File: src/rtl/lpr_pkg.sv
package lpr_pkg;
  // Width of the bundle of legacy input wires passed through the synchroniser.
  localparam int unsigned LPR_IN_WIRES = 3;

  // Channel owning a word, named after the word-clock level while it shifted.
  typedef enum logic {
    CH_RIGHT = 1'b0,
    CH_LEFT  = 1'b1
  } lpr_chan_e;
endpackage

File: src/rtl/lpr_sync.sv
module lpr_sync #(
  parameter int unsigned WIDTH  = 1,
  parameter int unsigned STAGES = 2
) (
  input  logic             clk,
  input  logic             rst_n,
  input  logic [WIDTH-1:0] d,
  output logic [WIDTH-1:0] q
);
  // Flop chain; stage 0 is the metastable capture flop.
  logic [STAGES-1:0][WIDTH-1:0] stg_q;

  generate
    if (STAGES == 1) begin : g_single
      always_ff @(posedge clk) begin
        if (!rst_n) stg_q <= '0;
        else        stg_q <= d;
      end
    end else begin : g_chain
      always_ff @(posedge clk) begin
        if (!rst_n) stg_q <= '0;
        else        stg_q <= {stg_q[STAGES-2:0], d};
      end
    end
  endgenerate

  assign q = stg_q[STAGES-1];
endmodule

File: src/rtl/lpr_capture.sv
module lpr_capture
  import lpr_pkg::*;
#(
  parameter int unsigned WORD_W = 16
) (
  input  logic                  clk,
  input  logic                  rst_n,
  input  logic                  bck_s,
  input  logic                  wck_s,
  input  logic                  dat_s,
  output logic                  pair_stb,
  output logic [2*WORD_W-1:0]   pair_data
);
  localparam int unsigned CNT_W = $clog2(WORD_W + 1);

  logic              primed_q;
  logic              bck_q;
  logic              wck_q;
  logic [WORD_W-1:0] shift_q;
  logic [CNT_W-1:0]  bits_q;
  logic              have_left_q;
  logic [WORD_W-1:0] left_q;

  logic      bck_rise;
  logic      wck_edge;
  logic      word_full;
  lpr_chan_e closing_chan;

  // Edges are only trusted once the previous-value flops hold real samples.
  assign bck_rise     = primed_q & bck_s & ~bck_q;
  assign wck_edge     = primed_q & (wck_s ^ wck_q);
  assign word_full    = (bits_q == CNT_W'(WORD_W));
  assign closing_chan = lpr_chan_e'(wck_q);

  always_ff @(posedge clk) begin
    if (!rst_n) begin
      primed_q    <= 1'b0;
      bck_q       <= 1'b0;
      wck_q       <= 1'b0;
      shift_q     <= '0;
      bits_q      <= '0;
      have_left_q <= 1'b0;
      left_q      <= '0;
      pair_stb    <= 1'b0;
      pair_data   <= '0;
    end else begin
      primed_q <= 1'b1;
      bck_q    <= bck_s;
      wck_q    <= wck_s;
      pair_stb <= 1'b0;

      // Keep only the newest WORD_W samples; older padding falls off the top.
      if (bck_rise) shift_q <= {shift_q[WORD_W-2:0], dat_s};

      if (wck_edge) begin
        bits_q <= '0;
        if (closing_chan == CH_LEFT) begin
          left_q      <= shift_q;
          have_left_q <= word_full;
        end else begin
          if (word_full && have_left_q) begin
            pair_data <= {left_q, shift_q};
            pair_stb  <= 1'b1;
          end
          have_left_q <= 1'b0;
        end
      end else if (bck_rise && !word_full) begin
        bits_q <= bits_q + 1'b1;
      end
    end
  end
endmodule

File: src/rtl/lpr_i2s_tx.sv
module lpr_i2s_tx #(
  parameter int unsigned WORD_W   = 16,
  parameter int unsigned OUT_HALF = 44
) (
  input  logic                clk,
  input  logic                rst_n,
  input  logic                pair_stb,
  input  logic [2*WORD_W-1:0] pair_data,
  output logic                out_bck,
  output logic                out_ws,
  output logic                out_sd,
  output logic                underflow
);
  localparam int unsigned SLOTS  = 2 * WORD_W;
  localparam int unsigned SLOT_W = $clog2(SLOTS);
  localparam int unsigned PER    = 2 * OUT_HALF;
  localparam int unsigned DIV_W  = (PER > 1) ? $clog2(PER) : 1;

  logic [DIV_W-1:0]  div_q;
  logic [SLOT_W-1:0] slot_q;
  logic [SLOTS-1:0]  pend_q;
  logic              fresh_q;
  logic [SLOTS-1:0]  word_q;
  logic [SLOTS-1:0]  ser_q;
  logic              sd_q;

  logic slot_end;
  logic frame_end;

  assign slot_end  = (div_q == DIV_W'(PER - 1));
  assign frame_end = slot_end && (slot_q == SLOT_W'(SLOTS - 1));

  always_ff @(posedge clk) begin
    if (!rst_n) begin
      div_q     <= '0;
      slot_q    <= SLOT_W'(SLOTS - 1);
      pend_q    <= '0;
      fresh_q   <= 1'b0;
      word_q    <= '0;
      ser_q     <= '0;
      sd_q      <= 1'b0;
      underflow <= 1'b0;
    end else begin
      underflow <= 1'b0;
      div_q     <= slot_end ? '0 : div_q + 1'b1;

      if (pair_stb) pend_q <= pair_data;

      if (slot_end) begin
        if (frame_end) begin
          slot_q <= '0;
          // First slot of a frame still carries the LSB of the word just sent.
          sd_q   <= word_q[0];
          if (fresh_q) begin
            word_q <= pend_q;
            ser_q  <= pend_q;
          end else begin
            ser_q     <= word_q;
            underflow <= 1'b1;
          end
        end else begin
          slot_q <= slot_q + 1'b1;
          sd_q   <= ser_q[SLOTS-1];
          ser_q  <= {ser_q[SLOTS-2:0], 1'b0};
        end
      end

      if (pair_stb)       fresh_q <= 1'b1;
      else if (frame_end) fresh_q <= 1'b0;
    end
  end

  assign out_bck = (div_q >= DIV_W'(OUT_HALF));
  assign out_ws  = (slot_q >= SLOT_W'(WORD_W));
  assign out_sd  = sd_q;
endmodule

File: src/rtl/legacy_pcm_reframer.sv
module legacy_pcm_reframer
  import lpr_pkg::*;
#(
  parameter int unsigned WORD_W      = 16,
  parameter int unsigned SYNC_STAGES = 2,
  parameter int unsigned OUT_HALF    = 44
) (
  input  logic clk,
  input  logic rst_n,
  input  logic in_bck,
  input  logic in_wck,
  input  logic in_dat,
  output logic out_bck,
  output logic out_ws,
  output logic out_sd,
  output logic underflow
);
  localparam int unsigned PAIR_W = 2 * WORD_W;

  logic [LPR_IN_WIRES-1:0] raw_in;
  logic [LPR_IN_WIRES-1:0] sync_in;
  logic                    pair_stb;
  logic [PAIR_W-1:0]       pair_data;

  assign raw_in = {in_bck, in_wck, in_dat};

  lpr_sync #(
    .WIDTH  (LPR_IN_WIRES),
    .STAGES (SYNC_STAGES)
  ) u_sync (
    .clk   (clk),
    .rst_n (rst_n),
    .d     (raw_in),
    .q     (sync_in)
  );

  lpr_capture #(
    .WORD_W (WORD_W)
  ) u_capture (
    .clk       (clk),
    .rst_n     (rst_n),
    .bck_s     (sync_in[2]),
    .wck_s     (sync_in[1]),
    .dat_s     (sync_in[0]),
    .pair_stb  (pair_stb),
    .pair_data (pair_data)
  );

  lpr_i2s_tx #(
    .WORD_W   (WORD_W),
    .OUT_HALF (OUT_HALF)
  ) u_tx (
    .clk       (clk),
    .rst_n     (rst_n),
    .pair_stb  (pair_stb),
    .pair_data (pair_data),
    .out_bck   (out_bck),
    .out_ws    (out_ws),
    .out_sd    (out_sd),
    .underflow (underflow)
  );
endmodule

File: config.mk
export PLATFORM = sky130hd
export DESIGN_NAME = legacy_pcm_reframer
export DESIGN_NICKNAME = d
export VERILOG_FILES = /design/src/rtl/lpr_pkg.sv /design/src/rtl/lpr_sync.sv /design/src/rtl/lpr_capture.sv /design/src/rtl/lpr_i2s_tx.sv /design/src/rtl/legacy_pcm_reframer.sv
export SDC_FILE = /design/constraint.sdc
export NUM_CORES = 1
export LEC_CHECK = 0
export ABC_AREA = 1
export BUFFER_PORTS_ARGS = -buffer_cell sky130_fd_sc_hd__buf_2
export CORE_AREA = 2 2 130 132
export CTS_BUF_LIST = sky130_fd_sc_hd__clkbuf_4
export DETAILED_ROUTE_END_ITERATION = 6
export DIE_AREA = 0 0 132 134
export GPL_TIMING_DRIVEN = 0
export PLACE_DENSITY_LB_ADDON = 0.25
export SETUP_SLACK_MARGIN = 0.05
export SYNTH_ARGS = -nofsm -noshare
export SYNTH_HDL_FRONTEND = slang
export SYNTH_SLANG_ARGS = --single-unit
export TNS_END_PERCENT = 20
File: constraint.sdc
create_clock -name clk -period 2.1 [get_ports clk]
set_input_delay 0.525 -clock clk [delete_from_list [all_inputs] [get_ports clk]]
set_output_delay 0.525 -clock clk [all_outputs]
set_load 0.005 [all_outputs]
==> flow_metrics.env, run 1 <==
export IMPL_p_per_area_mw_per_mm2=695.4
export IMPL_drtIter0Drc=436
export IMPL_dieArea_sq_mm=0.01769
export IMPL_numPortBuffers=8
export IMPL_max_slew_margin_pct=55.29
export IMPL_leakage_nw=3.773
export IMPL_fp_dieH_um=134
export IMPL_critPathKind="reg2out"
export IMPL_drive_gt1_share_pct=7.872
export IMPL_synthMuxAreaShare_pct=0
export IMPL_synth_xor_area_share_pct=0.3335
export IMPL_synth_cell_types=25
export IMPL_die_width_um=132
export IMPL_routedWlPerCell_um=12.59
export IMPL_ys_async_sr_fraction_pct=0
export IMPL_fin_util_pct=52.35
export IMPL_synth_top_family_by_area="simple AND/OR/NAND/NOR gates"
export IMPL_grt_pass1_vias=6026
export IMPL_syn_nets=1128
export IMPL_max_vdd_ir_drop_uv=400.1
export IMPL_dp_cells=1344
export IMPL_coreArea_sq_mm=0.01629
export IMPL_area_growth_pct=8.243
export IMPL_syn_area_sq_mm=0.007878
export IMPL_nets=1155
export IMPL_vias=6641
export IMPL_synthSimpleGateAreaFrac_pct=29.45
export IMPL_synth_compound_area_share_pct=11.12
export IMPL_clock_fmax_mhz=509.6
export IMPL_netlist_instances=1116
export IMPL_fin_cells=1377
export IMPL_grt_total_usage_pct=20.55
export IMPL_critPathMaxStageDelay_ps=460
export IMPL_grt_pass1_wl_um=29330
export IMPL_hold_class="in2reg"
export IMPL_antenna_found_initial=1
export IMPL_synth_seq_area_share_pct=48.54
export IMPL_maxSlewViolCount=0
export IMPL_critPathRequiredTime_ps=1570
export IMPL_final_area_sq_mm=0.008527
export IMPL_final_cell_mix="269 x nand2_1, 206 x nor2_1, 190 x dfxtp_1"
export IMPL_rsz0062_at_grt="yes"
export IMPL_timing_final_crit_period_ps=1962
export IMPL_cts_tree="done"
export IMPL_num_fill_cells=1643
export IMPL_status="complete, no violations"
export IMPL_dpl_worst_slack_ps=-19.25
export IMPL_final_hold_violation_count=0
export IMPL_path_cells="a21oi_1 -> o21ai_0 -> buf_2"
export IMPL_drv_cap=0
export IMPL_period_share_pct=93.45
export IMPL_synth_flop_cell="dfxtp_1"
export IMPL_floorplan_initialDensity_pct=48.36
export IMPL_final_common_cell="nand2_1"
export IMPL_fin_ws_ps=137.5
export IMPL_crit_fanout=6
export IMPL_root_buffer="clkbuf_4"
export IMPL_postSynthAreaPerCell_sq_um=7.059
export IMPL_ys_ff_latch=191
export IMPL_grt_max_degree=19
export IMPL_htree_levels=4
export IMPL_finalWeightedCongestion=0.8261
export IMPL_worst_pin_slew_ps=670.7
export IMPL_final_setup_viol_count=0
export IMPL_power_total_w=0.005929
export IMPL_post_cts_buffers=0
export IMPL_ctsHoldBuffers=0
export IMPL_postPlaceCellArea_sq_mm=0.008193
export IMPL_skew_ps=24.00
export IMPL_drc=0
export IMPL_synth_edf_count=0
export IMPL_yosys_area_share_adder_pct=1.112
export IMPL_gr_total_overflow=0
export IMPL_io_pins=9
export IMPL_cp_arrival_ps=1440
export IMPL_rows=47
export IMPL_clk_pin_slew_ps=160
export IMPL_cp_slowest_cell="dfxtp_1"
export IMPL_place_hpwl_um=12630
export IMPL_clock_latency_ps=590
export IMPL_ys_warnings_count=0
export IMPL_drtAntennaViolNets=0
export IMPL_wl_um=17340
export IMPL_crit_path_start_kind="flip-flop"
export IMPL_numCtsBuffers=17
export IMPL_endpoint_kind="output pin"
export IMPL_clockBufferDepth=2
export IMPL_cts_sinks=191
export IMPL_viasPerCell=4.823
export IMPL_drtPass1Iterations=5
[stage by stage]
stage | hold slack (ps) | TNS [ps]
global route | 25.87 | 0
CTS | 32.31 | 0
finish | 72.95 | 0
detailed placement | 404.9 | -19.25
floorplan | 390.5 | 0
global placement | 394.2 | 0
[final timing paths]
kind / from / end / slack (ps) / cells after the start
min reg2reg: u_sync.stg_q[0] / u_sync.q[0] / 430 / 2
min: rst_n / u_capture.primed_q / 70 / 1
max: u_tx.div_q[2] / out_bck / 140 / 3
max reg2reg: u_tx.slot_q[1] / u_tx.word_q[11] / 230 / 8
[synthesized netlist by cell type, types with 3 or more instances]
| library cell | n | area, sq um |
|---|---|---|
| buf_6 | 11 | 123.9 |
| a21oi_1 | 104 | 520.5 |
| inv_1 | 95 | 356.6 |
| o21ai_0 | 68 | 340.3 |
| ha_1 | 7 | 87.58 |
| nand4_1 | 8 | 50.05 |
| buf_1 | 6 | 22.52 |
| dfxtp_1 | 191 | 3824 |
| xor2_1 | 3 | 26.28 |
| clkbuf_1 | 28 | 105.1 |
| nand3_1 | 77 | 385.4 |
| buf_2 | 25 | 125.1 |
| nand2_1 | 269 | 1010 |
| nor2_1 | 207 | 777.0 |
| nor2_4 | 3 | 33.78 |
[flip-flops by register name, indices dropped and copies added, names as in the netlist]
name	count
u_tx.underflow	1
u_tx.word_q	32
u_tx.pend_q	32
u_capture.primed_q	1
u_tx.slot_q	5
u_capture.shift_q	16
u_tx.fresh_q	1
u_capture.bits_q	5
u_capture.pair_stb	1
u_capture.pair_data	32
u_sync.q	3
u_tx.div_q	7
u_capture.bck_q	1
u_capture.have_left_q	1
u_tx.out_sd	1
u_capture.closing_chan	1
u_sync.stg_q	3
u_tx.ser_q	32
u_capture.left_q	16
[logic make-up (layout without fill, tap and decap cells)]
| logic type | count (synthesis) | after routing |
|---|---|---|
| XOR/XNOR | 3 | 3 |
| other | 0 | 1 |
| buffers and inverters | 168 | 208 |
| flip-flops | 191 | 191 |
| AO/OA/AOI/OAI | 174 | 174 |
| adder cells (fa/ha/maj) | 7 | 7 |
| AND/OR/NAND/NOR | 573 | 573 |
[power breakdown]
part           switching [W]  total, W  internal (W)
combinational       0.000125  0.000167     0.0000420
clock                0.00134   0.00209      0.000746
sequential         0.0000175   0.00367       0.00366
[worst max-delay path, delay by kind of cell, from the launching register on]
kind,cells,cell delay [ps]
buffers and inverters,1,140
AO/OA/AOI/OAI,2,260
flip-flops,1,460
[routing by layer]
layer / track usage, % / share of wire (%) / vias up / wire [um]
met3: 3.855 / 3.1 / 30 / 544
met2: 32.09 / 44 / 112 / 7642
met1: 28.49 / 51 / 2943 / 8776
met5: 0 / 0 / - / 0
met4: 7.548 / 2.2 / 0 / 379
li1: - / - / 3556 / -
[final cells by class]
type                    instances  area [sq um]  share of cell area [%]
diodes                          1         2.502                 0.02935
plain buffers                  70         386.6                   4.534
clock buffers                  17         127.6                   1.497
clock inverters                15         177.7                   2.084
inverters                      98         367.9                   4.314
multi-input cells             757          3324                   38.99
flip-flops and latches        191          3825                   44.86
well taps                     220         275.3                   3.228
repair buffers                  8         40.04                  0.4696
[repair_timing]
action | CTS | global route
setup endpoints to repair | 18 | 65
gates cloned | 0 | 0
gates resized for setup | 2 | 6
(Power assumes the default switching activity.)
==> run 2, diff against run 1 <==
- CELL_PAD_IN_SITES_DETAIL_PLACEMENT: unset -> 0
- CELL_PAD_IN_SITES_GLOBAL_PLACEMENT: unset -> 2
- CORE_AREA: 2 2 130 132 -> 2 2 156 158
- DIE_AREA: 0 0 132 134 -> 0 0 158 160
- clock period: 2.1 -> 1.74 ns (I/O delays scaled with it)
==> run 2 against run 1 <==
Compared with the run above:
- critical path depth is the same
- critical path type unchanged
- register-to-register slack lost 100 ps
- sequential power grew 21%
- core utilization shrank 14 points
- sequential share of layout area shrank 2.3 points
- flip-flop and latch count is the same
- via count shrank 0.21%
- global-route usage shrank 3.8 points
- cell count grew 9.2%
- wire length grew 18%
==> flow_metrics.env, run 2 (synthesis gave the netlist of run 1 again) <==
export IMPL_critPathMaxStageDelay_ps=370
export IMPL_clock_latency_ps=600
export IMPL_grt_pass1_wl_um=33280
export IMPL_dieArea_sq_mm=0.02528
export IMPL_clk_pin_slew_ps=170
export IMPL_cp_num_buf_inv=1
export IMPL_area_growth_pct=15.01
export IMPL_io_pins=9
export IMPL_timing_final_crit_period_ps=1680
export IMPL_final_common_cell="nand2_1"
export IMPL_critPathRequiredTime_ps=1300
export IMPL_drive_gt1_share_pct=12.14
export IMPL_drtPass1Iterations=4
export IMPL_floorplan_initialDensity_pct=33.07
export IMPL_max_vdd_ir_drop_uv=364.3
export IMPL_grt_total_usage_pct=16.72
export IMPL_die_width_um=158
export IMPL_routedWlPerCell_um=13.60
export IMPL_numCtsBuffers=17
export IMPL_wl_um=20440
export IMPL_grt_pass1_vias=6177
export IMPL_htree_levels=4
export IMPL_gr_total_overflow=0
export IMPL_antenna_found_initial=1
export IMPL_cp_arrival_ps=1240
export IMPL_final_setup_viol_count=0
export IMPL_cp_slowest_cell="dfxtp_4"
export IMPL_drtAntennaViolNets=0
export IMPL_skew_ps=37.28
export IMPL_crit_fanout=2
export IMPL_coreArea_sq_mm=0.02382
export IMPL_vias=6627
export IMPL_clockBufferDepth=2
export IMPL_multi_input_area_sq_mm=0.003436
export IMPL_drc=0
export IMPL_register_area_sq_mm=0.003852
export IMPL_crit_path_start_kind="flip-flop"
export IMPL_num_fill_cells=2697
export IMPL_final_cell_mix="267 x nand2_1, 204 x nor2_1, 180 x dfxtp_1"
export IMPL_clock_fmax_mhz=595.3
export IMPL_numPortBuffers=8
export IMPL_grt_max_degree=18
export IMPL_cts_sinks=191
export IMPL_hold_class="in2reg"
export IMPL_reg2reg_from="u_tx.slot_q[0]"
export IMPL_fp_dieH_um=160
export IMPL_status="complete, no violations"
export IMPL_fin_util_pct=38.03
export IMPL_nets=1177
export IMPL_rsz0062_at_grt="yes"
export IMPL_worst_pin_slew_ps=724.6
export IMPL_critical_path_top_delay_family="flip-flops"
export IMPL_fin_cells=1503
export IMPL_cts_tree="done"
export IMPL_critPathKind="reg2out"
export IMPL_finalWeightedCongestion=0.7481
export IMPL_rows=57
export IMPL_drtIter0Drc=286
export IMPL_min_from="rst_n"
export IMPL_final_hold_violation_count=0
export IMPL_p_per_area_mw_per_mm2=780.8
export IMPL_path_cells="a21oi_2 -> o21ai_2 -> buf_2"
export IMPL_max_slew_margin_pct=51.70
export IMPL_crit_start="u_tx.div_q[3]"
export IMPL_period_share_pct=96.54
export IMPL_endpoint_kind="output pin"
export IMPL_leakage_nw=3.944
export IMPL_drv_cap=0
export IMPL_viasPerCell=4.409
export IMPL_root_buffer="clkbuf_4"
export IMPL_maxSlewViolCount=0
export IMPL_dp_cells=1448
export IMPL_place_hpwl_um=14640
-- run 2: cell count changes in the layout (fill, tap and decap cells not counted), moves of 5 or more --
| cell | delta |
|---|---|
| dfxtp_4 | +6 |
| nand3_1 | -5 |
| a21oi_2 | +7 |
| buf_4 | +17 |
| a21oi_1 | -7 |
| dfxtp_1 | -10 |
| buf_2 | -7 |
-- run 2: final cells by class --
class                      count  share of cell area, %
sequential                   191                  42.52
antenna                        1                0.02762
multi-input combinational    757                  37.92
clock inverter                13                  1.409
inverter                      98                  4.088
tap                          324                  4.475
buffer                        70                  5.027
clock buffer                  19                  1.574
timing repair buffer          30                  2.955
-- run 2: power by group --
| group | leakage [nW] | switching, W | internal (W) |
|---|---|---|---|
| Combinational | 2.25 | 0.000164 | 0.0000650 |
| Clock | 0.147 | 0.00164 | 0.000776 |
| Sequential | 1.55 | 0.0000181 | 0.00441 |
-- run 2: tightest hold or removal path, stage by stage --
cell and delay [ps]:
buf_2 120, clkinv_1 190, a21oi_1 60
-- run 2: timing repair --
item	CTS	global route
endpoints found under the setup margin	82	128
cloned	0	4
pin swaps	0	9
endpoints found under the hold margin	4	0
buffers inserted	5	9
hold buffers	4	0
gates resized for setup	29	57
-- run 2: layer usage --
layer	routed length [um]	track usage [%]	vias up
li1	-	-	3598
met1	10510	23.83	2976
met2	9383	26.32	41
met3	365	3.256	12
met4	176	3.440	0
met5	0	0	-
-- run 2: final timing paths --
| path | to | slack (ps) | depth (start not counted) |
|---|---|---|---|
| worst max-delay path | out_bck | 60 | 3 |
| worst min-delay path | u_tx.word_q[2] | 250 | 3 |
| worst max register to register | u_tx.ser_q[27] | 130 | 10 |
| worst min register to register | u_sync.q[1] | 430 | 2 |
-- run 2: stage by stage --
step / power, W / setup WS [ps] / instance area [sq um] / setup TNS, ps / hold slack [ps]
after global routing: 0.007416 / -40.81 / 9060 / -43.79 / 215.5
final: 0.007074 / 60.22 / 9060 / 0 / 248.3
after CTS: 0.007195 / 4.393 / 8746 / 0 / 203.0
after floorplan: 0.004657 / 153.6 / 7878 / 0 / 390.5
after detailed placement: 0.004737 / -425.4 / 8323 / -23290 / 402.5
after global placement: 0.004738 / -431.9 / 8323 / -22990 / 393.2
==> run 3, diff against run 2 <==
- CORE_AREA: 2 2 156 158 -> 2 2 147 149
- DIE_AREA: 0 0 158 160 -> 0 0 149 151
- clock period: 1.74 -> 1.6 ns (I/O delays scaled with it)
==> run 3 against run 2 <==
Compared with the run above:
- worst setup slack got worse by 110 ps
- cell count decreased by 2.7%
- critical path type is now reg2reg
- core utilization increased by 7.6 points
- worst hold slack got worse by 5.2 ps
- register-to-register slack got worse by 180 ps
- clock skew decreased by 7.4 ps
- wire length decreased by 0.78%
- clock-buffer cell count decreased by 2
- sequential power increased by 8.8%
- non-clock buffer count increased by 9
- global-route usage increased by 1.9 points
- clock power decreased by 2%
- the run now ends with setup timing left
==> flow_metrics.env, run 3 (synthesis gave the netlist of run 1 again) <==
export IMPL_final_setup_viol_count=26
export IMPL_worstHoldEndpoint="u_tx.word_q[3]"
export IMPL_clock_fmax_mhz=606.3
export IMPL_critPathKind="reg2reg"
export IMPL_antenna_found_initial=1
export IMPL_timing_rr_end="u_tx.word_q[15]"
export IMPL_grt_pass1_wl_um=33110
export IMPL_final_common_cell="nand2_1"
export IMPL_period_share_pct=103.1
export IMPL_reg2reg_slack_ps=-50
export IMPL_skew_ps=29.89
export IMPL_rsz0062_at_grt="yes"
export IMPL_numCtsBuffers=17
export IMPL_rows=53
export IMPL_endpoint_kind="flip-flop"
export IMPL_die_width_um=149
export IMPL_drv_cap=0
export IMPL_routedWlPerCell_um=13.86
export IMPL_cp_num_buf_inv=3
export IMPL_min_from="rst_n"
export IMPL_violations="setup timing"
export IMPL_fin_ws_ps=-49.37
export IMPL_drc=0
export IMPL_timing_final_crit_period_ps=1649
export IMPL_numPortBuffers=8
export IMPL_cts_sinks=191
export IMPL_io_pins=9
export IMPL_final_cell_mix="239 x nand2_1, 202 x nor2_1, 180 x dfxtp_1"
export IMPL_path_cells="ha_4 -> nand2_4 -> nor2_4 -> ha_4 -> buf_12 -> nand3_4 -> buf_12 -> buf_8 -> nand2_2 -> a21oi_2"
export IMPL_htree_levels=4
export IMPL_crit_path_start_kind="flip-flop"
export IMPL_dpl_worst_slack_ps=-389.6
export IMPL_coreArea_sq_mm=0.02082
export IMPL_clk_pin_slew_ps=160
export IMPL_reg2reg_from="u_tx.slot_q[0]"
export IMPL_p_per_area_mw_per_mm2=780.8
export IMPL_crit_fanout=5
export IMPL_viasPerCell=4.645
export IMPL_dieArea_sq_mm=0.02250
export IMPL_cp_slowest_cell="dfxtp_2"
export IMPL_status="finished, violations left"
export IMPL_grt_pass1_vias=6500
export IMPL_clockBufferDepth=2
export IMPL_power_total_w=0.007426
export IMPL_num_fill_cells=2226
export IMPL_root_buffer="clkbuf_4"
export IMPL_cp_arrival_ps=2100
export IMPL_wl_um=20280
export IMPL_critPathMaxStageDelay_ps=380
export IMPL_nets=1186
export IMPL_fp_dieH_um=151
export IMPL_multi_input_area_sq_mm=0.003760
export IMPL_place_hpwl_um=14230
export IMPL_critical_path_top_delay_family="buffers and inverters"
export IMPL_drive_gt1_share_pct=18.11
export IMPL_drtAntennaViolNets=0
export IMPL_max_vdd_ir_drop_uv=366.8
export IMPL_area_growth_pct=20.73
export IMPL_leakage_nw=4.063
export IMPL_final_hold_violation_count=0
export IMPL_floorplan_initialDensity_pct=37.83
export IMPL_clock_latency_ps=590
export IMPL_hold_class="in2reg"
export IMPL_maxSlewViolCount=0
export IMPL_holdPathStages=3
export IMPL_vias=6796
export IMPL_ff2ff_path_depth=10
export IMPL_register_area_sq_mm=0.003845
export IMPL_critPathRequiredTime_ps=2050
export IMPL_max_slew_margin_pct=47.47
export IMPL_drtIter0Drc=312
export IMPL_cts_tree="done"
export IMPL_grt_max_degree=18
export IMPL_finalWeightedCongestion=0.7530
export IMPL_worst_pin_slew_ps=787.9
export IMPL_gr_total_overflow=0
export IMPL_drtPass1Iterations=5
export IMPL_grt_total_usage_pct=18.65
-- run 3: report_power, final --
group / leakage, nW / total, W / internal [W] / switching [W]
clock network: 0.114 / 0.00236 / 0.000627 / 0.00173
registers: 1.54 / 0.00482 / 0.00479 / 0.0000217
logic: 2.40 / 0.000255 / 0.0000717 / 0.000183
-- run 3: worst max path at each step --
stage	from	to	slack [ps]	depth (start not counted)
floorplan	u_tx.slot_q[0]	u_tx.slot_q[0]	60	9
global placement	u_tx.slot_q[1]	u_tx.slot_q[0]	-390	9
detailed placement	u_tx.slot_q[1]	u_tx.slot_q[0]	-390	9
CTS	u_tx.div_q[3]	out_bck	-90	3
global route	u_tx.div_q[5]	out_bck	-130	3
finish	u_tx.slot_q[0]	u_tx.word_q[15]	-50	10
-- run 3: worst reg2reg max path, cell delays in order (launching register included) --
cell     delay, ps
dfxtp_2        380
ha_4           150
nand2_4         60
nor2_4         100
ha_4           190
buf_12         120
nand3_4        120
buf_12         180
buf_8          140
nand2_2         60
a21oi_2         50
-- run 3: repair_timing --
item,CTS,global route
gates cloned,6,0
resized for setup,86,94
pin swaps,7,18
endpoints found under the setup margin,109,128
setup buffers,19,2
hold endpoints to repair,4,0
hold buffers,4,0
-- run 3: metrics by stage --
| stage | std cells | hold slack (ps) | utilization, % | cell area, sq um | TNS, ps |
|---|---|---|---|---|---|
| after floorplan | 1116 | 390.5 | - | 7880 | 0 |
| after global placement | 1399 | 399.8 | 39.69 | 8264 | -29840 |
| after detailed placement | 1399 | 404.1 | 39.69 | 8264 | -30320 |
| after CTS | 1460 | 194.8 | 43.87 | 9135 | -1073 |
| after global routing | 1463 | 204.5 | 45.67 | 9510 | -2958 |
| final | 1463 | 243.1 | 45.67 | 9510 | -636.9 |
-- run 3: final cells by class --
type                    instances  share of cell area (%)
clock buffers                  17                   1.342
flip-flops and latches        191                   40.43
diodes                          1                 0.02631
inverters                      98                   3.921
multi-input cells             757                   39.53
well taps                     275                   3.618
clock inverters                15                   1.184
repair buffers                 39                   4.644
plain buffers                  70                   5.302
-- run 3: metal layers --
layer | part of all wire (%) | global-route usage [%] | vias up
met5 | 0 | 0 | -
li1 | - | - | 3618
met1 | 49 | 24.84 | 3098
met3 | 2.1 | 2.982 | 18
met2 | 47 | 31.38 | 62
met4 | 1.3 | 5.333 | 0
